**config.mk**
```make
export PLATFORM = sky130hd
export DESIGN_NAME = ow_addr_slave
export DESIGN_NICKNAME = d
export VERILOG_FILES = /design/src/rtl/ow_pkg.sv /design/src/rtl/ow_low_timer.sv /design/src/rtl/ow_slot.sv /design/src/rtl/ow_crc8.sv /design/src/rtl/ow_addr_slave.sv
export SDC_FILE = /design/constraint.sdc
export NUM_CORES = 1
export LEC_CHECK = 0
export ABC_AREA = 1
export BUFFER_PORTS_ARGS = -buffer_cell sky130_fd_sc_hd__buf_2
export CAP_MARGIN = 20
export CORE_MARGIN = 2
export CORE_UTILIZATION = 53
export CTS_BUF_LIST = sky130_fd_sc_hd__clkbuf_16
export CTS_CLUSTER_SIZE = 8
export DETAILED_ROUTE_END_ITERATION = 10
export GPL_ROUTABILITY_DRIVEN = 0
export GPL_TIMING_DRIVEN = 1
export PLACE_DENSITY = 0.77
export SYNTH_ARGS = -nofsm -noshare
export SYNTH_HDL_FRONTEND = slang
export SYNTH_SLANG_ARGS = --single-unit
```
**constraint.sdc**
```tcl
create_clock -name clk -period 1.95 [get_ports clk]
set_input_delay 0.195 -clock clk [delete_from_list [all_inputs] [get_ports clk]]
set_output_delay 0.195 -clock clk [all_outputs]
set_load 0.02 [all_outputs]
```
**src/rtl/ow_pkg.sv**
```systemverilog
package ow_pkg;

  typedef enum logic [2:0] {
    ST_IDLE,   // waiting for the first bus reset
    ST_RST,    // reset low in progress
    ST_GAP,    // delay before presence
    ST_PRES,   // driving presence
    ST_CMD,    // receiving command byte
    ST_ADDR,   // sending the 64-bit address
    ST_HALT    // silent until the next reset
  } ow_state_t;

  localparam int ADDR_BITS   = 64;
  localparam int FAMILY_BITS = 8;
  localparam int SERIAL_BITS = 48;
  localparam int CRC_START   = FAMILY_BITS + SERIAL_BITS;

  function automatic int imax(input int a, input int b);
    return (a > b) ? a : b;
  endfunction

endpackage

```
**src/rtl/ow_low_timer.sv**
```systemverilog
module ow_low_timer #(
  parameter int RST_STD = 1200,
  parameter int RST_OVD = 160
) (
  input  logic clk,
  input  logic rst_n,
  input  logic dq_in,
  input  logic speed_sel,
  output logic reset_hit
);
  import ow_pkg::*;

  localparam int CW = $clog2(imax(RST_STD, RST_OVD) + 2);
  localparam logic [CW-1:0] TH_STD = CW'(RST_STD - 1);
  localparam logic [CW-1:0] TH_OVD = CW'(RST_OVD - 1);
  localparam logic [CW-1:0] CMAX   = '1;

  logic [CW-1:0] low_cnt;

  // consecutive-low counter, saturating
  always_ff @(posedge clk or negedge rst_n) begin
    if (!rst_n)                low_cnt <= '0;
    else if (dq_in)            low_cnt <= '0;
    else if (low_cnt != CMAX)  low_cnt <= low_cnt + 1'b1;
  end

  // fires once, on the cycle the low run reaches the threshold
  assign reset_hit = !dq_in && (low_cnt == (speed_sel ? TH_OVD : TH_STD));

  assert_single_hit_R2: assert property (@(posedge clk) disable iff (!rst_n)
    reset_hit |=> !reset_hit);

  assert_low_before_hit_R2: assert property (@(posedge clk) disable iff (!rst_n)
    reset_hit |-> !$past(dq_in));

endmodule

```
**src/rtl/ow_slot.sv**
```systemverilog
module ow_slot #(
  parameter int SAMP_STD = 300,
  parameter int SAMP_OVD = 40,
  parameter int HOLD_STD = 300,
  parameter int HOLD_OVD = 40
) (
  input  logic clk,
  input  logic rst_n,
  input  logic clr,
  input  logic dq_in,
  input  logic ovd,
  input  logic rx_en,
  input  logic tx_en,
  input  logic tx_bit,
  output logic rx_valid,
  output logic rx_bit,
  output logic tx_done,
  output logic pull
);
  import ow_pkg::*;

  localparam int CW = $clog2(imax(imax(SAMP_STD, SAMP_OVD), imax(HOLD_STD, HOLD_OVD)) + 2);
  localparam logic [CW-1:0] SMP_S = CW'(SAMP_STD);
  localparam logic [CW-1:0] SMP_O = CW'(SAMP_OVD);
  localparam logic [CW-1:0] HLD_S = CW'(HOLD_STD);
  localparam logic [CW-1:0] HLD_O = CW'(HOLD_OVD);

  logic          dq_prev, busy, is_tx;
  logic [CW-1:0] cnt;
  logic          fall;
  logic [CW-1:0] samp_lim, hold_lim;

  assign fall     = dq_prev && !dq_in;
  assign samp_lim = ovd ? SMP_O : SMP_S;
  assign hold_lim = ovd ? HLD_O : HLD_S;

  always_ff @(posedge clk or negedge rst_n) begin
    if (!rst_n) begin
      dq_prev  <= 1'b1;
      busy     <= 1'b0;
      is_tx    <= 1'b0;
      cnt      <= '0;
      pull     <= 1'b0;
      rx_valid <= 1'b0;
      rx_bit   <= 1'b0;
      tx_done  <= 1'b0;
    end else begin
      dq_prev  <= dq_in;
      rx_valid <= 1'b0;
      tx_done  <= 1'b0;
      if (clr) begin
        busy <= 1'b0;
        pull <= 1'b0;
      end else if (!busy) begin
        if (fall && (rx_en || tx_en)) begin
          busy  <= 1'b1;
          is_tx <= tx_en;
          cnt   <= CW'(1);
          pull  <= tx_en && !tx_bit;
        end
      end else begin
        cnt <= cnt + 1'b1;
        if (!is_tx && cnt == samp_lim) begin
          rx_valid <= 1'b1;
          rx_bit   <= dq_in;
          busy     <= 1'b0;
        end
        if (is_tx && cnt == hold_lim) begin
          pull    <= 1'b0;
          tx_done <= 1'b1;
          busy    <= 1'b0;
        end
      end
    end
  end

  assert_rx_single_R5: assert property (@(posedge clk) disable iff (!rst_n)
    rx_valid |=> !rx_valid);

  assert_pull_ends_on_done_R7: assert property (@(posedge clk) disable iff (!rst_n)
    $fell(pull) |-> (tx_done || $past(clr)));

endmodule

```
**src/rtl/ow_crc8.sv**
```systemverilog
module ow_crc8 #(
  parameter logic [7:0] POLY_REFL = 8'h8C
) (
  input  logic       clk,
  input  logic       rst_n,
  input  logic       clr,
  input  logic       en,
  input  logic       din,
  output logic [7:0] crc
);

  logic fb;
  assign fb = crc[0] ^ din;

  always_ff @(posedge clk or negedge rst_n) begin
    if (!rst_n)   crc <= '0;
    else if (clr) crc <= '0;
    else if (en)  crc <= {1'b0, crc[7:1]} ^ (fb ? POLY_REFL : 8'h00);
  end

  assert_crc_hold_R8: assert property (@(posedge clk) disable iff (!rst_n)
    (!clr && !en) |=> $stable(crc));

endmodule

```
**src/rtl/ow_addr_slave.sv**
```systemverilog
module ow_addr_slave #(
  parameter logic [7:0] FAMILY   = 8'h36,
  parameter logic [7:0] OP_BASE  = 8'h33,
  parameter logic [7:0] OP_ALT   = 8'h39,
  parameter int RST_STD  = 1200,
  parameter int RST_OVD  = 160,
  parameter int GAP_STD  = 300,
  parameter int GAP_OVD  = 30,
  parameter int PLEN_STD = 1000,
  parameter int PLEN_OVD = 100,
  parameter int SAMP_STD = 300,
  parameter int SAMP_OVD = 40,
  parameter int HOLD_STD = 300,
  parameter int HOLD_OVD = 40
) (
  input  logic        clk,
  input  logic        rst_n,
  input  logic        dq_in,
  input  logic        speed_sel,
  input  logic        opcode_alt,
  input  logic [47:0] serial_no,
  output logic        dq_pull
);
  import ow_pkg::*;

  localparam int CW = $clog2(imax(imax(GAP_STD, GAP_OVD), imax(PLEN_STD, PLEN_OVD)) + 2);
  localparam logic [CW-1:0] GAP_S  = CW'(GAP_STD);
  localparam logic [CW-1:0] GAP_O  = CW'(GAP_OVD);
  localparam logic [CW-1:0] PLEN_S = CW'(PLEN_STD);
  localparam logic [CW-1:0] PLEN_O = CW'(PLEN_OVD);
  localparam logic [6:0] LAST_ADDR = 7'(ADDR_BITS - 1);
  localparam logic [6:0] FAM_END   = 7'(FAMILY_BITS);
  localparam logic [6:0] CRC_BEG   = 7'(CRC_START);

  ow_state_t     state;
  logic          ovd_q;
  logic [CW-1:0] tcnt;
  logic [6:0]    bitcnt;
  logic [7:0]    cmd_sr, cmd_next;
  logic          pres_pull;
  logic          reset_hit;
  logic          rx_valid, rx_bit, tx_done, slot_pull;
  logic          addr_bit;
  logic [7:0]    crc;
  logic [CW-1:0] gap_lim, plen_lim;
  logic [7:0]    op_sel;

  ow_low_timer #(.RST_STD(RST_STD), .RST_OVD(RST_OVD)) u_low (
    .clk(clk), .rst_n(rst_n), .dq_in(dq_in), .speed_sel(speed_sel),
    .reset_hit(reset_hit));

  ow_slot #(.SAMP_STD(SAMP_STD), .SAMP_OVD(SAMP_OVD),
            .HOLD_STD(HOLD_STD), .HOLD_OVD(HOLD_OVD)) u_slot (
    .clk(clk), .rst_n(rst_n), .clr(reset_hit), .dq_in(dq_in), .ovd(ovd_q),
    .rx_en(state == ST_CMD), .tx_en(state == ST_ADDR), .tx_bit(addr_bit),
    .rx_valid(rx_valid), .rx_bit(rx_bit), .tx_done(tx_done), .pull(slot_pull));

  ow_crc8 u_crc (
    .clk(clk), .rst_n(rst_n), .clr(state != ST_ADDR),
    .en(tx_done && state == ST_ADDR && bitcnt < CRC_BEG),
    .din(addr_bit), .crc(crc));

  assign gap_lim  = ovd_q ? GAP_O : GAP_S;
  assign plen_lim = ovd_q ? PLEN_O : PLEN_S;
  assign op_sel   = opcode_alt ? OP_ALT : OP_BASE;
  assign cmd_next = {rx_bit, cmd_sr[7:1]};
  assign dq_pull  = pres_pull | slot_pull;

  // address bit currently due: family, then serial, then check byte
  always_comb begin
    if (bitcnt < FAM_END)      addr_bit = FAMILY[3'(bitcnt)];
    else if (bitcnt < CRC_BEG) addr_bit = serial_no[6'(bitcnt - FAM_END)];
    else                       addr_bit = crc[3'(bitcnt - CRC_BEG)];
  end

  always_ff @(posedge clk or negedge rst_n) begin
    if (!rst_n) begin
      state     <= ST_IDLE;
      ovd_q     <= 1'b0;
      tcnt      <= '0;
      bitcnt    <= '0;
      cmd_sr    <= '0;
      pres_pull <= 1'b0;
    end else if (reset_hit) begin
      state     <= ST_RST;
      ovd_q     <= speed_sel;
      pres_pull <= 1'b0;
      tcnt      <= '0;
      bitcnt    <= '0;
    end else begin
      case (state)
        ST_RST: if (dq_in) begin
          state <= ST_GAP;
          tcnt  <= CW'(1);
        end
        ST_GAP: if (tcnt == gap_lim) begin
          state     <= ST_PRES;
          pres_pull <= 1'b1;
          tcnt      <= CW'(1);
        end else tcnt <= tcnt + 1'b1;
        ST_PRES: if (tcnt == plen_lim) begin
          state     <= ST_CMD;
          pres_pull <= 1'b0;
          bitcnt    <= '0;
        end else tcnt <= tcnt + 1'b1;
        ST_CMD: if (rx_valid) begin
          cmd_sr <= cmd_next;
          if (bitcnt == 7'd7) begin
            state  <= (cmd_next == op_sel) ? ST_ADDR : ST_HALT;
            bitcnt <= '0;
          end else bitcnt <= bitcnt + 1'b1;
        end
        ST_ADDR: if (tx_done) begin
          if (bitcnt == LAST_ADDR) state <= ST_HALT;
          else bitcnt <= bitcnt + 1'b1;
        end
        default: ;
      endcase
    end
  end

  assert_pull_only_when_allowed_R1: assert property (@(posedge clk) disable iff (!rst_n)
    dq_pull |-> (state == ST_PRES || state == ST_ADDR));

  assert_gap_quiet_R3: assert property (@(posedge clk) disable iff (!rst_n)
    (state == ST_GAP) |-> !dq_pull);

  assert_reset_aborts_R9: assert property (@(posedge clk) disable iff (!rst_n)
    reset_hit |=> (state == ST_RST && !dq_pull));

  assert_halt_silent_R10: assert property (@(posedge clk) disable iff (!rst_n)
    (state == ST_HALT) |-> !dq_pull);

endmodule

```
==> results of run 1 <==
## cells by family (layout without fill, tap and decap cells)
logic type	count (synthesis)	after routing
buf+inv	123	270
compound gates	101	101
xor+xnor	6	6
fa+ha+maj	10	10
flops	64	64
simple gates	330	330
## flip-flops by register name, summed over array words and instances (netlist names)
name	cells
u_low.low_cnt	11
tcnt	10
u_slot.cnt	9
u_crc.crc	8
bitcnt	7
cmd_sr	7
state	3
ovd_q	1
pres_pull	1
u_slot.busy	1
u_slot.dq_prev	1
u_slot.is_tx	1
u_slot.pull	1
u_slot.rx_bit	1
u_slot.rx_valid	1
u_slot.tx_done	1
## worst max-delay path, delay by kind of cell (launching register included)
kind	cells	cell delay (ns)
fa+ha+maj	1	0.20
xor+xnor	1	0.26
buf+inv	4	0.27
flops	1	0.36
simple gates	10	0.91
## layer usage
metal | part of all wire, % | global-route usage, % | routed length [um] | up-vias
li1 | - | - | - | 2353
met1 | 39 | 34.1 | 5550 | 2402
met2 | 52 | 50.8 | 7270 | 233
met3 | 5.7 | 4.82 | 802 | 49
met4 | 3.3 | 14.6 | 466 | 0
met5 | 0 | 0 | 0 | -
## per-stage QoR
step / cells / worst slack [ns] / setup TNS [ns]
final: 883 / -0.193 / -1.58
after global routing: 883 / -0.260 / -4.36
after CTS: 871 / -0.0550 / -0.223
after detailed placement: 844 / -0.196 / -1.90
after global placement: 844 / -0.109 / -0.288
after floorplan: 634 / 0.0199 / 0
## synth_stat cells, drive strengths merged
master / count / share of area, %
nand2: 160 / 14
inv: 108 / 9.4
nor2: 72 / 6.5
dfrtp: 63 / 36
nand3: 52 / 6.8
o21ai: 49 / 5.7
a21oi: 25 / 3.1
nor3: 21 / 2.5
nand4: 15 / 2.2
ha: 10 / 2.9
buf: 9 / 1.3
o31ai: 8 / 1.6
nor4: 7 / 1.0
o211ai: 6 / 1.2
xnor2: 4 / 0.81
clkbuf: 3 / 0.26
clkinv: 3 / 0.29
o22ai: 3 / 0.43
a31oi: 2 / 0.29
o21a: 2 / 0.35
or2: 2 / 0.29
xor2: 2 / 0.41
a211oi: 1 / 0.17
a221oi: 1 / 0.20
a22oi: 1 / 0.17
a311oi: 1 / 0.20
and2: 1 / 0.14
dfstp: 1 / 0.61
o2111ai: 1 / 0.20
o22a: 1 / 0.20
## cell type report
type | instances | area [um2] | share of cell area (%)
tap | 102 | 128 | 2.00
clock buffer | 9 | 225 | 3.54
sequential | 64 | 1610 | 25.2
multi-input combinational | 447 | 2800 | 43.9
inverter | 111 | 442 | 6.93
clock inverter | 7 | 63.8 | 1.00
timing repair buffer | 143 | 1110 | 17.4
## path summary, 6_finish.rpt
path	depth (start not counted)	to	slack, ns	from
max	16	bitcnt[5]	-0.19	u_low.low_cnt[1]
min	1	u_slot.dq_prev	0.1	dq_in
max reg2reg	16	bitcnt[5]	-0.19	u_low.low_cnt[1]
min reg2reg	2	pres_pull	0.48	pres_pull
max in group asynchronous	3	u_crc.crc[1]	0.87	rst_n
min in group asynchronous	2	u_crc.crc[0]	0.44	rst_n
## report_power, final
| part | internal, mW | leakage (nW) | switching (mW) |
|---|---|---|---|
| combinational | 0.126 | 2.20 | 0.169 |
| sequential | 1.36 | 0.810 | 0.0173 |
| clock | 0.977 | 0.144 | 0.610 |
## repair_timing
action | 4_1_cts | 5_1_grt
setup endpoints to repair | 28 | 41
hold endpoints to repair | 25 | 0
setup buffers | 9 | 9
cloned | 1 | 3
resized for setup | 38 | 152
hold buffers | 1 | 0
pin swaps | 9 | 38
==> summary.md, run 1 <==
- **result of the run** finished, violations left
- **failing checks** setup timing
- **DIE WIDTH** 94.3 um
- **sequential area share after synthesis** 37.1%
- **number of distinct library cells after synthesis** 43
- **Post-Synth Simple-Gate Area** 33.8%
- **clock root buffer** sky130_fd_sc_hd__clkbuf_16
- **Slew Viols, Final** 0
- **register bit count reported by yosys** 64
- **Starting Density** 55.4%
- **Worst Setup Slack, final** -0.193 ns
- **leading cell type in the layout, fill and taps excluded** sky130_fd_sc_hd__nand2_1
- **Net Count, Synth** 697
- **clock tree sinks** 64
- **height of the die** 94.3 um
- **total routing resource utilization after global routing** 28.9%
- **synthesized area divided by synthesized cell count** 6.82 um2
- **most frequent cells in the layout** 120 x sky130_fd_sc_hd__nand2_1, 102 x sky130_fd_sc_hd__inv_1, 68 x sky130_fd_sc_hd__buf_4
- **count of warnings emitted by yosys** 0
- **cell leakage power** 3.16 nW
- **number of port buffers** 53
- **Hold Violations, Final** 0
- **Least-Margin Pin Slew** 0.670 ns
- **final total power** 3.25 mW
- **data required time at the worst endpoint** 2.16 ns
- **Highest Clock Rate** 467 MHz
- **number of diodes** 0
- **max-cap violations** 0
- **drt drc** 0
- **slowest library cell on the worst path** sky130_fd_sc_hd__dfrtp_1
- **area growth from synthesis to layout** 47.4%
- **overall routed net length** 14100 um
- **launching element type of the critical path** flip-flop
- **final critical-path required period** 2.14 ns
- **Post-DP HPWL** 8210 um
- **kind of capture point of the worst setup path** flip-flop
- **power per cell area** 511 mW/mm2
- **maximum number of pins on one net before global-route repair** 28
- **Iter 0 DRT Violations** 339
- **wire length of the first global-routing pass** 20500 um
- **worst-case headroom to the max-slew limit** 55.3%
- **maximum cell stage delay along the critical path** 0.36 ns
- **cell repeated most along the worst path** sky130_fd_sc_hd__nand2_4
- **class of the most critical setup path** reg2reg
- **VDD IR-drop max** 0.503 mV
- **via count** 5037
- **number of nets in the final layout** 839
- **Post-Synth Adder-Cell Area** 2.90%
- **Finish-stage setup viols** 19
- **Worst Hold Class** in2reg
- **number of buffers inserted during clock tree synthesis** 9
- **per-cell routed wire length** 16.0 um
- **Core ar.** 0.00781 mm2
- **fraction of the core area covered by cells at the end of the flow** 81.6%
- **number of rows in the core area** 32
- **I/O Pins** 54
- **post-route design area** 0.00637 mm2
- **count of filler cells inserted in the layout** 443
- **worst-path maximum fanout** 6
- **first-pass iteration count of the detailed router** 5
- **TritonCTS clock tree** done
- **total die area** 0.00889 mm2
- **combinational family with the most area after synthesis** simple AND/OR/NAND/NOR gates
- **CP cell instances** ha_2 > nand2_2 > inv_2 > nand2_4 > nor2_4 > nand3_4 > nor2_4 > inv_4 > nand2_4 > inv_4 > nand2_4 > nand2_8 > inv_8 > nand3_2 > xor2_1 > nor2_1
- **unrepaired setup endpoints after global routing** true
- **Routed Antenna Nets** 0
- **post-synthesis compound-gate area fraction** 13.8%
- **number of global-route vias before repair** 4766
- **clk slew on worst S/H paths** 0.06 ns
- **area of the mapped netlist** 0.00432 mm2
- **Avg Vias per Cell** 5.70
- **Clock Latency Late Sink** 0.33 ns
- **depth of the CTS H-tree** 3
- **xor and xnor fraction of the mapped netlist area** 1.22%
- **layout cells sized above 1** 36.2%
- **gr ovfl total** 0
- **maximum buffer depth of the clock tree** 2
- **share of synthesized area spent on multiplexers** 0%
- **Fin Clk Skew** 0.00816 ns
- **smallest hold slack** 0.0952 ns
- **gate count after technology mapping** 634
- **fin crit share** 110%
- **initial antenna violation count** 0
- **post-detailed-placement cell area** 0.00519 mm2
- **critical path arrival** 2.35 ns
Power figures use the tool's default switching activity.
==> run 2, diff against run 1 <==
Settings changed: CORE_UTILIZATION 53 to 55, PLACE_DENSITY 0.77 to 0.76.
Clock period 1.95 ns to 2.2 ns, I/O delays scaled along.
==> run 2 against run 1 <==
  * The flow now finishes without violations
  * First-iteration DRC count down 50%
  * Critical path depth decreased by 2
  * Sequential share of layout area is 5.7 points higher
  * Global-route usage down 2.9 points
  * Hold slack better by 0.0081 ns
  * Combinational power down 26%
  * Highest routed layer unchanged
==> summary.md, run 2 (same netlist as run 1, synthesis figures left out) <==
- **total routing resource utilization after global routing** 26.0%
- **count of filler cells inserted in the layout** 693
- **worst-case headroom to the max-slew limit** 57.2%
- **gr ovfl total** 0
- **number of port buffers** 53
- **Worst Hold Class** in2reg
- **maximum buffer depth of the clock tree** 2
- **post-detailed-placement cell area** 0.00482 mm2
- **registers with the most flip-flops** u_low.low_cnt (11), tcnt (10), u_slot.cnt (9)
- **share of total power consumed by net switching** 24.2%
- **Fin Clk Skew** 0.00753 ns
- **result of the run** finished, final reports clean
- **number of placed instances, taps included** 797
- **number of nets in the final layout** 774
- **Worst Setup Slack, final** 0.146 ns
- **largest register by flop count** u_low.low_cnt
- **Slew Viols, Final** 0
- **area growth from synthesis to layout** 20.2%
- **kind of capture point of the worst setup path** flip-flop
- **depth of the CTS H-tree** 3
- **Routed Antenna Nets** 0
- **leading cell type in the layout, fill and taps excluded** sky130_fd_sc_hd__nand2_1
- **Avg Vias per Cell** 5.38
- **data required time at the worst endpoint** 2.45 ns
- **clk slew on worst S/H paths** 0.06 ns
- **via count** 4393
- **cell-internal power** 2.04 mW
- **clock tree sinks** 64
- **power per cell area** 517 mW/mm2
- **smallest hold slack** 0.103 ns
- **count of cells along the worst register-to-register path** 14
- **DIE WIDTH** 92.6 um
- **layout cells sized above 1** 18.6%
- **VDD IR-drop max** 0.359 mV
- **post-route design area** 0.00519 mm2
- **Critical R2R Launch** u_low.low_cnt[0]
- **final critical-path required period** 2.05 ns
- **number of rows in the core area** 32
- **worst-case hold path end point** u_slot.dq_prev
- **critical path arrival** 2.31 ns
- **clock root buffer** sky130_fd_sc_hd__clkbuf_16
- **terminus of the critical flop-to-flop path** state[2]
- **height of the die** 92.6 um
- **Post-DP HPWL** 7580 um
- **cell leakage power** 2.59 nW
- **part of the power in combinational logic** 8.1%
- **Highest Clock Rate** 487 MHz
- **worst-path maximum fanout** 6
- **number of buffers inserted during clock tree synthesis** 9
- **maximum number of pins on one net before global-route repair** 38
- **max FFs per register** 11
- **Finish-stage setup viols** 0
- **Iter 0 DRT Violations** 169
- **share of total power in the clock network** 46.3%
- **Least-Margin Pin Slew** 0.642 ns
- **hold_sp** dq_in
- **number of global-route vias before repair** 4233
- **non-filler cells, final** 816
- **pre-CTS setup slack** 0.0505 ns
- **class of the most critical setup path** reg2reg
- **Starting Density** 56.2%
- **unrepaired setup endpoints after global routing** true
- **launching element type of the critical path** flip-flop
- **first-pass iteration count of the detailed router** 6
- **Clock Latency Late Sink** 0.33 ns
- **Worst R2R Setup Slack** 0.15 ns
- **sequential cell fraction of total power** 45.5%
- **overall routed net length** 10500 um
- **max-cap violations** 0
- **Hold Violations, Final** 0
- **number of diodes** 0
- **number of cells on the worst hold path** 1
- **I/O Pins** 54
- **fin crit share** 93.4%
- **total die area** 0.00858 mm2
- **wire length of the first global-routing pass** 18000 um
- **TritonCTS clock tree** done
- **per-cell routed wire length** 12.9 um
- **drt drc** 0
- **most frequent cells in the layout** 152 x sky130_fd_sc_hd__nand2_1, 101 x sky130_fd_sc_hd__inv_1, 68 x sky130_fd_sc_hd__nor2_1
- **initial antenna violation count** 0
- **Core ar.** 0.00769 mm2
- **switching power total** 650 uW
## run 2: power by group through the flow
stage / Combinational, mW / Sequential (mW) / Clock, mW
after floorplan: 0.114 / 1.24 / 0
after global placement: 0.206 / 1.24 / 0
after detailed placement: 0.212 / 1.24 / 0
after CTS: 0.215 / 1.22 / 1.26
after global routing: 0.254 / 1.22 / 1.30
final: 0.218 / 1.22 / 1.24
## run 2: through the flow
step	power (mW)	setup TNS [ns]	util (%)
4_1_cts	2.69	0	66.1
5_1_grt	2.78	-0.0106	67.6
6_report	2.69	0	67.6
2_1_floorplan	1.35	0	-
3_5_place_dp	1.45	0	62.7
3_3_place_gp	1.45	0	62.7
## run 2: worst max-delay path by stage
stage,slack [ns],cells past startpoint,end,startpoint
6_report,0.15,14,state[2],u_low.low_cnt[0]
5_1_grt,-0.01,14,state[2],u_low.low_cnt[0]
4_1_cts,0.02,15,tcnt[4],u_low.low_cnt[1]
3_5_place_dp,0.05,15,tcnt[4],u_low.low_cnt[1]
3_3_place_gp,0.13,15,tcnt[4],u_low.low_cnt[0]
2_1_floorplan,0.27,16,tcnt[7],u_low.low_cnt[0]
## run 2: routing by layer
layer / global-route usage, % / up-vias / part of all wire (%)
met3: 4.80 / 19 / 5.1
met1: 32.1 / 2039 / 45
met4: 10.4 / 0 / 1.6
li1: - / 2207 / -
met5: 0 / - / 0
met2: 45.0 / 128 / 48
## run 2: repair_timing
item / CTS / global route
hold buffers: 1 / 0
setup endpoints to repair: 0 / 22
endpoints found under the hold margin: 27 / 0
resized for setup: 0 / 28
buffers inserted: 0 / 4
## run 2: cell type report
class,count,area [um2],area share (%)
Clock inverter,5,26.3,0.506
Inverter,111,425,8.19
Timing Repair Buffer,78,484,9.32
Sequential cell,64,1610,30.9
Tap cell,102,128,2.46
Multi-Input combinational cell,447,2300,44.3
Clock buffer,9,225,4.34
## run 2: critical path: stages (launching register included)
cell and delay [ns]:
sky130_fd_sc_hd__dfrtp_1 0.36, sky130_fd_sc_hd__ha_2 0.18, sky130_fd_sc_hd__nand2_1 0.06, sky130_fd_sc_hd__inv_2 0.07
sky130_fd_sc_hd__nand2_1 0.08, sky130_fd_sc_hd__nor2_2 0.10, sky130_fd_sc_hd__nand3_2 0.12, sky130_fd_sc_hd__nor2_4 0.16
sky130_fd_sc_hd__inv_4 0.07, sky130_fd_sc_hd__buf_4 0.15, sky130_fd_sc_hd__nand2_2 0.08, sky130_fd_sc_hd__o211ai_1 0.10
sky130_fd_sc_hd__nor2_2 0.24, sky130_fd_sc_hd__nand4_1 0.12, sky130_fd_sc_hd__o21ai_0 0.09
==> run 3, diff against run 2 <==
Settings changed: CORE_UTILIZATION 55 to 35, PLACE_DENSITY 0.76 to default.
==> run 3 against run 2 <==
  * Die area is 54% higher
  * Global-route usage is 9.4 points lower
  * Critical path depth stayed put
  * Register-to-register slack better by 0.03 ns
  * Utilization is 23 points lower
  * Sequential cell count stayed put
  * Combinational power is 3% lower
  * Sequential share of layout area is 0.65 points lower
  * Critical path type unchanged
  * Largest cell class unchanged
==> summary.md, run 3 (same netlist as run 1, synthesis figures left out) <==
- **share of total power in the clock network** 49.0%
- **wire length of the first global-routing pass** 17900 um
- **global routing met1 resource utilization** 20.0%
- **number of diodes** 0
- **launching element type of the critical path** flip-flop
- **Clock Latency Late Sink** 0.33 ns
- **Finish-stage setup viols** 0
- **crit path buf inv count** 3
- **layout cells sized above 1** 19.1%
- **fin crit share** 92.0%
- **total die area** 0.0133 mm2
- **Routed Antenna Nets** 0
- **first-pass iteration count of the detailed router** 5
- **drt drc** 0
- **maximum number of pins on one net before global-route repair** 65
- **Highest Clock Rate** 494 MHz
- **cell-internal power** 2.16 mW
- **largest register by flop count** u_low.low_cnt
- **cell leakage power** 2.62 nW
- **global routing met2 resource utilization** 29.8%
- **Worst Hold Class** in2reg
- **via count** 4237
- **Least-Margin Pin Slew** 0.624 ns
- **clk slew on worst S/H paths** 0.05 ns
- **Iter 0 DRT Violations** 188
- **Post-DP HPWL** 7960 um
- **kind of capture point of the worst setup path** flip-flop
- **result of the run** finished, final reports clean
- **Hold Violations, Final** 0
- **data required time at the worst endpoint** 2.45 ns
- **switching power total** 658 uW
- **TritonCTS clock tree** done
- **registers with the most flip-flops** u_low.low_cnt (11), tcnt (10), u_slot.cnt (9)
- **met3 Resource Use GR** 3.43%
- **number of rows in the core area** 40
- **Slew Viols, Final** 0
- **cell family with most CP delay** simple AND/OR/NAND/NOR gates
- **depth of the CTS H-tree** 3
- **post-route setup TNS** 0 ns
- **CP cell instances** ha_2 > nand2_1 > inv_2 > nand2_1 > nor2_2 > nand3_2 > nor2_4 > inv_2 > buf_6 > nand2_2 > o211ai_1 > nor2_2 > nand4_1 > o21ai_1
- **Worst Setup Slack, final** 0.175 ns
- **max FFs per register** 11
- **Starting Density** 36.0%
- **DIE WIDTH** 115 um
- **total routing resource utilization after global routing** 16.6%
- **Core ar.** 0.0120 mm2
- **worst-case headroom to the max-slew limit** 58.0%
- **I/O Pins** 54
- **worst-path maximum fanout** 7
- **class of the most critical setup path** reg2reg
- **number of port buffers** 53
- **slowest library cell on the worst path** sky130_fd_sc_hd__dfrtp_1
- **maximum buffer depth of the clock tree** 2
- **count of cells along the worst register-to-register path** 14
- **hold_sp** dq_in
- **VDD IR-drop max** 0.324 mV
- **count of filler cells inserted in the layout** 1236
- **height of the die** 115 um
- **pre-CTS setup slack** 0.0227 ns
- **power per cell area** 531 mW/mm2
- **terminus of the critical flop-to-flop path** state[2]
- **area growth from synthesis to layout** 22.7%
- **clock root buffer** sky130_fd_sc_hd__clkbuf_16
- **worst setup path startpoint** u_low.low_cnt[1]
- **clock tree sinks** 64
- **number of global-route vias before repair** 4116
- **final critical-path required period** 2.02 ns
- **part of the power in combinational logic** 7.5%
- **leading cell type in the layout, fill and taps excluded** sky130_fd_sc_hd__nand2_1
- **share of total power consumed by net switching** 23.3%
- **unrepaired setup endpoints after global routing** false
- **gr ovfl total** 0
- **critical path arrival** 2.28 ns
- **initial antenna violation count** 0
- **number of nets in the final layout** 777
- **Worst R2R Setup Slack** 0.18 ns
- **Critical R2R Launch** u_low.low_cnt[1]
- **Fin Clk Skew** 0.00649 ns
- **sequential cell fraction of total power** 43.5%
- **worst-case hold path end point** u_slot.dq_prev
- **cell count along the critical path** 14
- **most frequent cells in the layout** 153 x sky130_fd_sc_hd__nand2_1, 103 x sky130_fd_sc_hd__inv_1, 67 x sky130_fd_sc_hd__nor2_1
- **maximum cell stage delay along the critical path** 0.35 ns
- **busiest grt layer** met2
- **max-cap violations** 0
- **overall routed net length** 10500 um
- **number of cells on the worst hold path** 1
- **number of buffers inserted during clock tree synthesis** 9
- **Avg Vias per Cell** 4.89
- **per-cell routed wire length** 12.1 um
==> run 3: how the worst max path moves through the flow <==
stage / end / slack [ns]
after floorplan: tcnt[7] / 0.27
after global placement: tcnt[7] / 0.1
after detailed placement: tcnt[7] / 0.02
after CTS: tcnt[7] / 0.02
after global routing: tcnt[7] / 0.001
final: state[2] / 0.18
==> run 3: metal layers <==
layer  vias to the layer above  share of wire, %
met5                         -                 0
met1                      1919                47
li1                       2211                 -
met3                        10               4.4
met4                         0               1.2
met2                        97                47
==> run 3: area by class of cell <==
cell class	instances	area, um2	share of cell area (%)
clock inverter	7	63.8	1.20
tap	147	184	3.47
timing repair buffer	81	510	9.63
inverter	111	423	7.98
sequential	64	1610	30.3
clock buffer	9	225	4.25
multi-input combinational	447	2290	43.2
==> run 3: per-stage QoR <==
step / std cells / hold WS (ns) / area (um2) / power [mW] / utilization (%)
4_1_cts: 865 / 0.105 / 5220 / 2.85 / 43.5
6_report: 866 / 0.113 / 5300 / 2.82 / 44.1
2_1_floorplan: 634 / -0.0756 / 4320 / 1.35 / -
5_1_grt: 866 / 0.107 / 5300 / 2.94 / 44.1
3_3_place_gp: 848 / 0.262 / 4920 / 1.45 / 41.0
3_5_place_dp: 848 / 0.264 / 4920 / 1.45 / 41.0
==> run 3: worst reg2reg max path, cell delays in order, from the launching register on <==
cell and delay (ns):
sky130_fd_sc_hd__dfrtp_1 0.35, sky130_fd_sc_hd__ha_2 0.18, sky130_fd_sc_hd__nand2_1 0.06, sky130_fd_sc_hd__inv_2 0.06, sky130_fd_sc_hd__nand2_1 0.07, sky130_fd_sc_hd__nor2_2 0.10, sky130_fd_sc_hd__nand3_2 0.11, sky130_fd_sc_hd__nor2_4 0.14
sky130_fd_sc_hd__inv_2 0.08, sky130_fd_sc_hd__buf_6 0.14, sky130_fd_sc_hd__nand2_2 0.08, sky130_fd_sc_hd__o211ai_1 0.10, sky130_fd_sc_hd__nor2_2 0.24, sky130_fd_sc_hd__nand4_1 0.13, sky130_fd_sc_hd__o21ai_1 0.10
==> run 3: power groups by stage <==
stage | clock network, mW | registers [mW] | logic [mW]
after detailed placement | 0 | 1.24 | 0.211
after global routing | 1.47 | 1.23 | 0.245
after CTS | 1.42 | 1.22 | 0.214
after floorplan | 0 | 1.24 | 0.114
final | 1.38 | 1.22 | 0.211
after global placement | 0 | 1.24 | 0.210
==> run 3: timing repair <==
item | 4_1_cts | 5_1_grt
gates resized for setup | 0 | 26
setup buffers | 0 | 1
setup endpoints to repair | 0 | 22
hold buffers | 1 | 0
hold endpoints to repair | 63 | 0
